===== config.mk =====
export PLATFORM = sky130hd
export DESIGN_NAME = pwm_timer
export DESIGN_NICKNAME = d
export VERILOG_FILES = /design/src/rtl/pwm_tmr_pkg.sv /design/src/rtl/pwm_prescaler.sv /design/src/rtl/pwm_cmp_reg.sv /design/src/rtl/pwm_core.sv /design/src/rtl/pwm_timer.sv
export SDC_FILE = /design/constraint.sdc
export NUM_CORES = 1
export LEC_CHECK = 0
export ABC_CLOCK_PERIOD_IN_PS = 1900
export BUFFER_PORTS_ARGS = -buffer_cell sky130_fd_sc_hd__buf_2
export CORE_MARGIN = 1
export CORE_UTILIZATION = 32
export DETAILED_ROUTE_END_ITERATION = 12
export HOLD_SLACK_MARGIN = 0.03
export SLEW_MARGIN = 20
export SYNTH_ARGS = -nofsm -noshare
export SYNTH_HDL_FRONTEND = slang
export SYNTH_SLANG_ARGS = --single-unit
export TNS_END_PERCENT = 100

===== constraint.sdc =====
create_clock -name clk_i -period 1.9 [get_ports clk_i]
set_clock_uncertainty 0.15 [all_clocks]
set_input_delay 0.38 -clock clk_i [delete_from_list [all_inputs] [get_ports clk_i]]
set_output_delay 0.38 -clock clk_i [all_outputs]
set_load 0.005 [all_outputs]

===== src/rtl/pwm_tmr_pkg.sv =====
package pwm_tmr_pkg;
  localparam int unsigned ADDR_W = 3;

  typedef enum logic [ADDR_W-1:0] {
    A_CTRL = 3'd0,
    A_CLK  = 3'd1,
    A_STAT = 3'd2,
    A_C1H  = 3'd3,
    A_C1L  = 3'd4,
    A_C2H  = 3'd5,
    A_C2L  = 3'd6,
    A_CAPL = 3'd7
  } reg_addr_e;

  typedef struct packed {
    logic cap_ie;
    logic opm_en;
    logic pwm_en;
    logic pin_en;
    logic lvl_b;
    logic lvl_a;
  } ctrl_t;

  localparam int unsigned CTRL_W = $bits(ctrl_t);
endpackage


===== src/rtl/pwm_prescaler.sv =====
module pwm_prescaler #(
  parameter int unsigned SEL_W = 2,
  parameter int unsigned DIV_W = 3
) (
  input  logic             clk_i,
  input  logic             rst_ni,
  input  logic [SEL_W-1:0] sel_i,
  output logic             tick_o
);
  logic [DIV_W-1:0] div_q;
  logic [DIV_W-1:0] mask;

  // low sel_i+1 bits set, capped at DIV_W
  always_comb begin
    mask = '0;
    for (int i = 0; i < DIV_W; i++) begin
      if (i <= int'(sel_i)) mask[i] = 1'b1;
    end
  end

  always_ff @(posedge clk_i or negedge rst_ni) begin
    if (!rst_ni) div_q <= '0;
    else         div_q <= div_q + 1'b1;
  end

  assign tick_o = ((div_q & mask) == mask);
endmodule


===== src/rtl/pwm_cmp_reg.sv =====
module pwm_cmp_reg #(
  parameter int unsigned DATA_W = 8,
  localparam int unsigned CNT_W = 2 * DATA_W
) (
  input  logic              clk_i,
  input  logic              rst_ni,
  input  logic              wr_hi_i,
  input  logic              wr_lo_i,
  input  logic [DATA_W-1:0] wdata_i,
  output logic [CNT_W-1:0]  val_o,
  output logic              armed_o
);
  always_ff @(posedge clk_i or negedge rst_ni) begin
    if (!rst_ni) begin
      val_o   <= '1;
      armed_o <= 1'b1;
    end else if (wr_hi_i) begin
      val_o[CNT_W-1:DATA_W] <= wdata_i;
      armed_o               <= 1'b0;
    end else if (wr_lo_i) begin
      val_o[DATA_W-1:0] <= wdata_i;
      armed_o           <= 1'b1;
    end
  end
endmodule


===== src/rtl/pwm_core.sv =====
module pwm_core #(
  parameter int unsigned CNT_W = 16,
  localparam logic [CNT_W-1:0] RELOAD = {CNT_W{1'b1}} - CNT_W'(3)
) (
  input  logic             clk_i,
  input  logic             rst_ni,
  input  logic             tick_i,
  input  logic             pwm_en_i,
  input  logic             lvl_a_i,
  input  logic             lvl_b_i,
  input  logic [CNT_W-1:0] cmp_a_i,
  input  logic             arm_a_i,
  input  logic [CNT_W-1:0] cmp_b_i,
  input  logic             arm_b_i,
  output logic [CNT_W-1:0] cnt_o,
  output logic             wave_o,
  output logic             period_hit_o
);
  logic hit_a, hit_b;

  assign hit_a = pwm_en_i && arm_a_i && (cnt_o == cmp_a_i);
  assign hit_b = pwm_en_i && arm_b_i && (cnt_o == cmp_b_i);
  assign period_hit_o = tick_i && hit_b;

  // compare-B wins when both match the same count
  always_ff @(posedge clk_i or negedge rst_ni) begin
    if (!rst_ni) begin
      cnt_o  <= RELOAD;
      wave_o <= 1'b0;
    end else if (tick_i) begin
      if (hit_b) begin
        cnt_o  <= RELOAD;
        wave_o <= lvl_b_i;
      end else begin
        cnt_o <= cnt_o + 1'b1;
        if (hit_a) wave_o <= lvl_a_i;
      end
    end
  end
endmodule


===== src/rtl/pwm_timer.sv =====
module pwm_timer
  import pwm_tmr_pkg::*;
#(
  parameter int unsigned DATA_W = 8,
  parameter int unsigned DIV_W  = 3
) (
  input  logic              clk_i,
  input  logic              rst_ni,
  input  logic [ADDR_W-1:0] addr_i,
  input  logic              wr_en_i,
  input  logic [DATA_W-1:0] wdata_i,
  input  logic              rd_en_i,
  output logic [DATA_W-1:0] rdata_o,
  input  logic              int_mask_i,
  output logic              pwm_o,
  output logic              irq_o
);
  localparam int unsigned CNT_W = 2 * DATA_W;
  localparam int unsigned SEL_W = 2;
  localparam int unsigned N_CMP = 2;

  ctrl_t            ctrl_q;
  logic [SEL_W-1:0] clk_sel_q;
  logic             cap_flag_q;
  logic             clr_arm_q;
  logic [CNT_W-1:0] cap_q;

  logic             tick;
  logic [CNT_W-1:0] cnt;
  logic             wave;
  logic             period_hit;
  logic [CNT_W-1:0] cmp_val [N_CMP];
  logic             cmp_arm [N_CMP];

  logic wr_ctrl, wr_clk, rd_stat, rd_cap;
  assign wr_ctrl = wr_en_i && (addr_i == A_CTRL);
  assign wr_clk  = wr_en_i && (addr_i == A_CLK);
  assign rd_stat = rd_en_i && (addr_i == A_STAT);
  assign rd_cap  = rd_en_i && (addr_i == A_CAPL);

  pwm_prescaler #(.SEL_W(SEL_W), .DIV_W(DIV_W)) u_presc (
    .clk_i  (clk_i),
    .rst_ni (rst_ni),
    .sel_i  (clk_sel_q),
    .tick_o (tick)
  );

  for (genvar g = 0; g < N_CMP; g++) begin : g_cmp
    localparam logic [ADDR_W-1:0] HI_A = ADDR_W'(int'(A_C1H) + 2 * g);
    localparam logic [ADDR_W-1:0] LO_A = ADDR_W'(int'(A_C1L) + 2 * g);
    pwm_cmp_reg #(.DATA_W(DATA_W)) u_cmp (
      .clk_i   (clk_i),
      .rst_ni  (rst_ni),
      .wr_hi_i (wr_en_i && (addr_i == HI_A)),
      .wr_lo_i (wr_en_i && (addr_i == LO_A)),
      .wdata_i (wdata_i),
      .val_o   (cmp_val[g]),
      .armed_o (cmp_arm[g])
    );
  end

  // one-pulse bit is stored only; PWM dominates when both are set
  pwm_core #(.CNT_W(CNT_W)) u_core (
    .clk_i        (clk_i),
    .rst_ni       (rst_ni),
    .tick_i       (tick),
    .pwm_en_i     (ctrl_q.pwm_en),
    .lvl_a_i      (ctrl_q.lvl_a),
    .lvl_b_i      (ctrl_q.lvl_b),
    .cmp_a_i      (cmp_val[0]),
    .arm_a_i      (cmp_arm[0]),
    .cmp_b_i      (cmp_val[1]),
    .arm_b_i      (cmp_arm[1]),
    .cnt_o        (cnt),
    .wave_o       (wave),
    .period_hit_o (period_hit)
  );

  always_ff @(posedge clk_i or negedge rst_ni) begin
    if (!rst_ni) begin
      ctrl_q    <= '0;
      clk_sel_q <= '0;
    end else begin
      if (wr_ctrl) ctrl_q    <= ctrl_t'(wdata_i[CTRL_W-1:0]);
      if (wr_clk)  clk_sel_q <= wdata_i[SEL_W-1:0];
    end
  end

  // flag set beats clear; clear needs a prior status read that saw it set
  always_ff @(posedge clk_i or negedge rst_ni) begin
    if (!rst_ni) begin
      cap_flag_q <= 1'b0;
      clr_arm_q  <= 1'b0;
      cap_q      <= '0;
    end else begin
      if (period_hit) cap_q <= cnt;
      if (period_hit)                  cap_flag_q <= 1'b1;
      else if (rd_cap && clr_arm_q)    cap_flag_q <= 1'b0;
      if (rd_stat && cap_flag_q)       clr_arm_q  <= 1'b1;
      else if (rd_cap)                 clr_arm_q  <= 1'b0;
    end
  end

  always_comb begin
    unique case (addr_i)
      A_CTRL:  rdata_o = {{(DATA_W-CTRL_W){1'b0}}, ctrl_q};
      A_CLK:   rdata_o = {{(DATA_W-SEL_W){1'b0}}, clk_sel_q};
      A_STAT:  rdata_o = {{(DATA_W-1){1'b0}}, cap_flag_q};
      A_C1H:   rdata_o = cmp_val[0][CNT_W-1:DATA_W];
      A_C1L:   rdata_o = cmp_val[0][DATA_W-1:0];
      A_C2H:   rdata_o = cmp_val[1][CNT_W-1:DATA_W];
      A_C2L:   rdata_o = cmp_val[1][DATA_W-1:0];
      A_CAPL:  rdata_o = cap_q[DATA_W-1:0];
      default: rdata_o = '0;
    endcase
  end

  assign pwm_o = ctrl_q.pin_en && wave;
  assign irq_o = cap_flag_q && ctrl_q.cap_ie && !int_mask_i;
endmodule


==> impl_metrics.csv <==
group,metric,value,unit
grt,use_met1,25.8,%
drt,drc,1,
power,p_leak,2.32,nW
setup_path,path_max_fanout,3,
floorplan,core_area,0.0116,mm^2
setup_path,max_stage_delay,0.57,ns
cells_and_area,areaGrowthSynthToFinish,35.7,%
setup_path,cp_num_buf_inv,0,
setup_path,required,1.96,ns
power,powerDensity,1030,mW/mm^2
drt,routedWlPerCell,18.5,um
grt,grt-busiest-layer,"met2",
cells_and_area,final_core_util,45.3,%
placed_design,hpwl,7.93,mm
logic_synthesis,synth_fp_nets,355,
status,violations,"DRC, setup timing",
logic_synthesis,synth_cells,337,
setup_path,worstSetupEndpoint,"u_core.wave_o$_DFFE_PN0P_",
drt,routed_wl,10.9,mm
logic_synthesis,yosys-mux-area-fraction,17.4,%
status,outcome,"finished with violations",
power,vdd_drop_max,0.000670,V
timing,rsz0062_at_grt,"yes",
setup_path,ff2ff_setup_slack,-0.28,ns
logic_synthesis,synth-compound-area-share,8.30,%
setup_path,crit_chain,"xor2_1, nor4_2, nand4_1, or4_4, o32ai_2, a21oi_1",
setup_path,crit_type,"reg2reg",
cells_and_area,diodes,0,
logic_synthesis,synth-simple-area-share,12.0,%
clock_tree,clk_latency,0.33,ns
clock_tree,cts_made_buffers,9,
timing,fmax,0.460,GHz
setup_path,crit_path_end_kind,"register",
clock_tree,clkSinkCount,72,
setup_path,r2r_cells,6,
placed_design,gp_congestion,0.872,
setup_path,arrival,2.24,ns
clock_tree,cts_max_path_buffers,2,
floorplan,fp.dieW,112,um
clock_tree,h-tree-depth,3,
grt,antenna_found_initial,0,
clock_tree,cts.clk_slew.worst_paths,0.06,ns
logic_synthesis,synth-seq-cells,72,
placed_design,placed_cells,561,
placed_design,pre_cts_ws,-0.383,ns
timing,hold_viol_final,0,
clock_tree,cts_tree,"done",
floorplan,row_count,39,
logic_synthesis,synth_seq_area_share,48.2,%
grt,grt_pass1_wl,17.4,mm
grt,grt_pass1_vias,3067,
logic_synthesis,ys_types,48,
timing,setup_viol,32,
logic_synthesis,syn_area_per_cell,11.5,um^2
timing,setup_ws,-0.276,ns
floorplan,ios,26,
drt,vias,3012,
flow_run,drv_cap,0,
logic_synthesis,synth_flop_cell,"dfstp_2",
drt,vias_per_cell,5.11,
timing,min_period_over_period,115,%
drt,firstDrtPassIters,9,
floorplan,die_h,112,um
setup_path,cp_top_family,"simple AND/OR/NAND/NOR gates",
setup_path,r2r_end,"u_core.wave_o$_DFFE_PN0P_",
logic_synthesis,synth_area,0.00386,mm^2
grt,gr-usage-met2,29.2,%
logic_synthesis,async_flop_share,100,%
grt,gr-total-overflow,0,
clock_tree,root_buffer,"clkbuf_16",
logic_synthesis,ys_warn_count,0,
drt,first_iter_violations,181,
cells_and_area,drive_above_1_share,57.4,%
logic_synthesis,synthAdderAreaFrac,0.648,%
floorplan,die-area,0.0125,mm^2
drt,ant_nets,0,
logic_synthesis,synth_top_family_by_area,"multiplexers",
min_path,hold_class,"in2reg",
grt,grt_max_degree,73,
grt,grt_use_total,18.5,%
grt,grt_use_met3,3.54,%
logic_synthesis,synthXorXnorAreaFrac,9.50,%
timing,maxSlewViolCount,0,
setup_path,cp-start-kind,"register",
setup_path,rr_startpoint,"g_cmp[0].u_cmp.val_o[7]$_DFFE_PN1P_",
timing,max_slew_margin,73.5,%
cells_and_area,nFillCells,1040,
cells_and_area,layout.nets,459,
timing,tightestPinTransition,0.398,ns
setup_path,slowest_stage,"dfstp_2",
setup_path,worstSetupStartpoint,"g_cmp[0].u_cmp.val_o[7]$_DFFE_PN1P_",
logic_synthesis,synth-edff-count,0,
timing,holdWs,0.186,ns
placed_design,port_buffers,25,
setup_path,cp_num_cells,6,
timing,min_period,2.18,ns
cells_and_area,final_cell_count_no_fill,589,
floorplan,initial_utilization,33.4,%
==> cell usage in the layout (no fill, tap or decap), drive strengths merged, types with 3 or more instances in the layout <==
cell type / count
buf: 115
mux2: 50
dfstp: 48
xnor2: 31
nand2: 26
dfrtp: 24
o21ai: 15
nand3: 11
and3: 11
nor2: 11
xor2: 10
a21oi: 10
clkbuf: 10
nand4: 9
mux2i: 5
nor2b: 5
a22oi: 5
inv: 5
and4: 4
clkinvlp: 3
a31oi: 3
a22o: 3
and2: 3
nor4: 3
==> cells in the mapped netlist (3+ instances only) <==
cell type / count / area (um^2)
xnor2_1: 30 / 263
mux2_4: 4 / 60.1
buf_1: 4 / 15.0
o21ai_0: 14 / 70.1
a22o_1: 3 / 26.3
nor2b_1: 5 / 31.3
a22oi_1: 5 / 37.5
clkbuf_1: 8 / 30.0
nand4_1: 9 / 56.3
xor2_1: 10 / 87.6
and3_1: 11 / 68.8
a31oi_1: 3 / 18.8
mux2i_1: 5 / 50.1
and2_1: 3 / 18.8
and4_1: 4 / 35.0
nand2_1: 26 / 97.6
nor2_1: 10 / 37.5
buf_2: 6 / 30.0
mux2_2: 44 / 495
a21oi_1: 10 / 50.1
nor4_1: 3 / 18.8
inv_1: 5 / 18.8
nand3_1: 11 / 55.1
dfrtp_1: 24 / 601
buf_6: 4 / 45.0
dfstp_2: 48 / 1260
==> registers in the layout, summed over array words and instances, names as in the netlist <==
name and cells:
g_cmp.u_cmp.val_o 32, u_core.cnt_o 16, cap_q 8, ctrl_q 6
u_presc.div_q 3, clk_sel_q 2, g_cmp.u_cmp.armed_o 2, cap_flag_q 1
clr_arm_q 1, u_core.wave_o 1
==> how the worst min path moves through the flow <==
stage                                      endpoint  cells after the start                  startpoint
2_1_floorplan                cap_flag_q$_DFFE_PN0P_                      0                      rst_ni
6_report       g_cmp[1].u_cmp.val_o[14]$_DFFE_PN1P_                      2                  wdata_i[6]
5_1_grt        g_cmp[1].u_cmp.val_o[14]$_DFFE_PN1P_                      2                  wdata_i[6]
3_5_place_dp             u_presc.div_q[0]$_DFF_PN0_                      1  u_presc.div_q[0]$_DFF_PN0_
4_1_cts        g_cmp[1].u_cmp.val_o[14]$_DFFE_PN1P_                      2                  wdata_i[6]
3_3_place_gp             u_presc.div_q[0]$_DFF_PN0_                      1  u_presc.div_q[0]$_DFF_PN0_
==> worst register-to-register path, stage by stage, from the launching register on <==
cell	delay [ns]
dfstp_2	0.57
xor2_1	0.09
nor4_2	0.35
nand4_1	0.14
or4_4	0.46
o32ai_2	0.23
a21oi_1	0.07
==> logic make-up (layout without fill, tap and decap cells) <==
kind of cell,after synthesis,count (layout)
DFF,72,72
buffers and inverters,29,138
muxes,57,57
adders and majority gates,2,2
xor gates and xnor gates,41,41
and+or+nand+nor,87,87
AOI/OAI and AO/OA,49,49
==> power breakdown <==
group	total (mW)	switching (mW)	internal (mW)	leakage, nW
clock network	1.86	0.675	1.19	0.155
logic	1.34	0.569	0.774	1.35
registers	2.21	0.292	1.92	0.808
==> routing by layer <==
| layer | part of all wire, % | vias up |
|---|---|---|
| met2 | 48 | 67 |
| met4 | 0.99 | 0 |
| met5 | 0 | - |
| li1 | - | 1416 |
| met3 | 3.6 | 9 |
| met1 | 48 | 1520 |
==> through the flow <==
| step | setup TNS (ns) | power, mW | cell area, um^2 |
|---|---|---|---|
| 2_1_floorplan | -0.598 | 2.86 | 3880 |
| 3_3_place_gp | -5.38 | 3.41 | 4650 |
| 3_5_place_dp | -6.70 | 3.43 | 4650 |
| 4_1_cts | -4.10 | 5.44 | 5190 |
| 5_1_grt | -6.99 | 5.65 | 5240 |
| 6_report | -4.05 | 5.42 | 5240 |
==> area by class of cell <==
| class | instances | area, um^2 | share of cell area, % |
|---|---|---|---|
| Multi-Input combinational cell | 236 | 1950 | 37.3 |
| Clock inverter | 6 | 92.6 | 1.77 |
| Inverter | 6 | 26.3 | 0.502 |
| Tap cell | 143 | 179 | 3.42 |
| Clock buffer | 10 | 239 | 4.56 |
| Timing Repair Buffer | 116 | 887 | 16.9 |
| Sequential cell | 72 | 1860 | 35.5 |
==> timing repair <==
action / CTS / global route
pin swaps: 20 / 8
gates resized for setup: 46 / 5
buffers inserted: 7 / 5
endpoints found under the hold margin: 24 / 0
hold buffers: 1 / 0
endpoints found under the setup margin: 32 / 33
No activity file was read; power rests on OpenSTA's default activity.
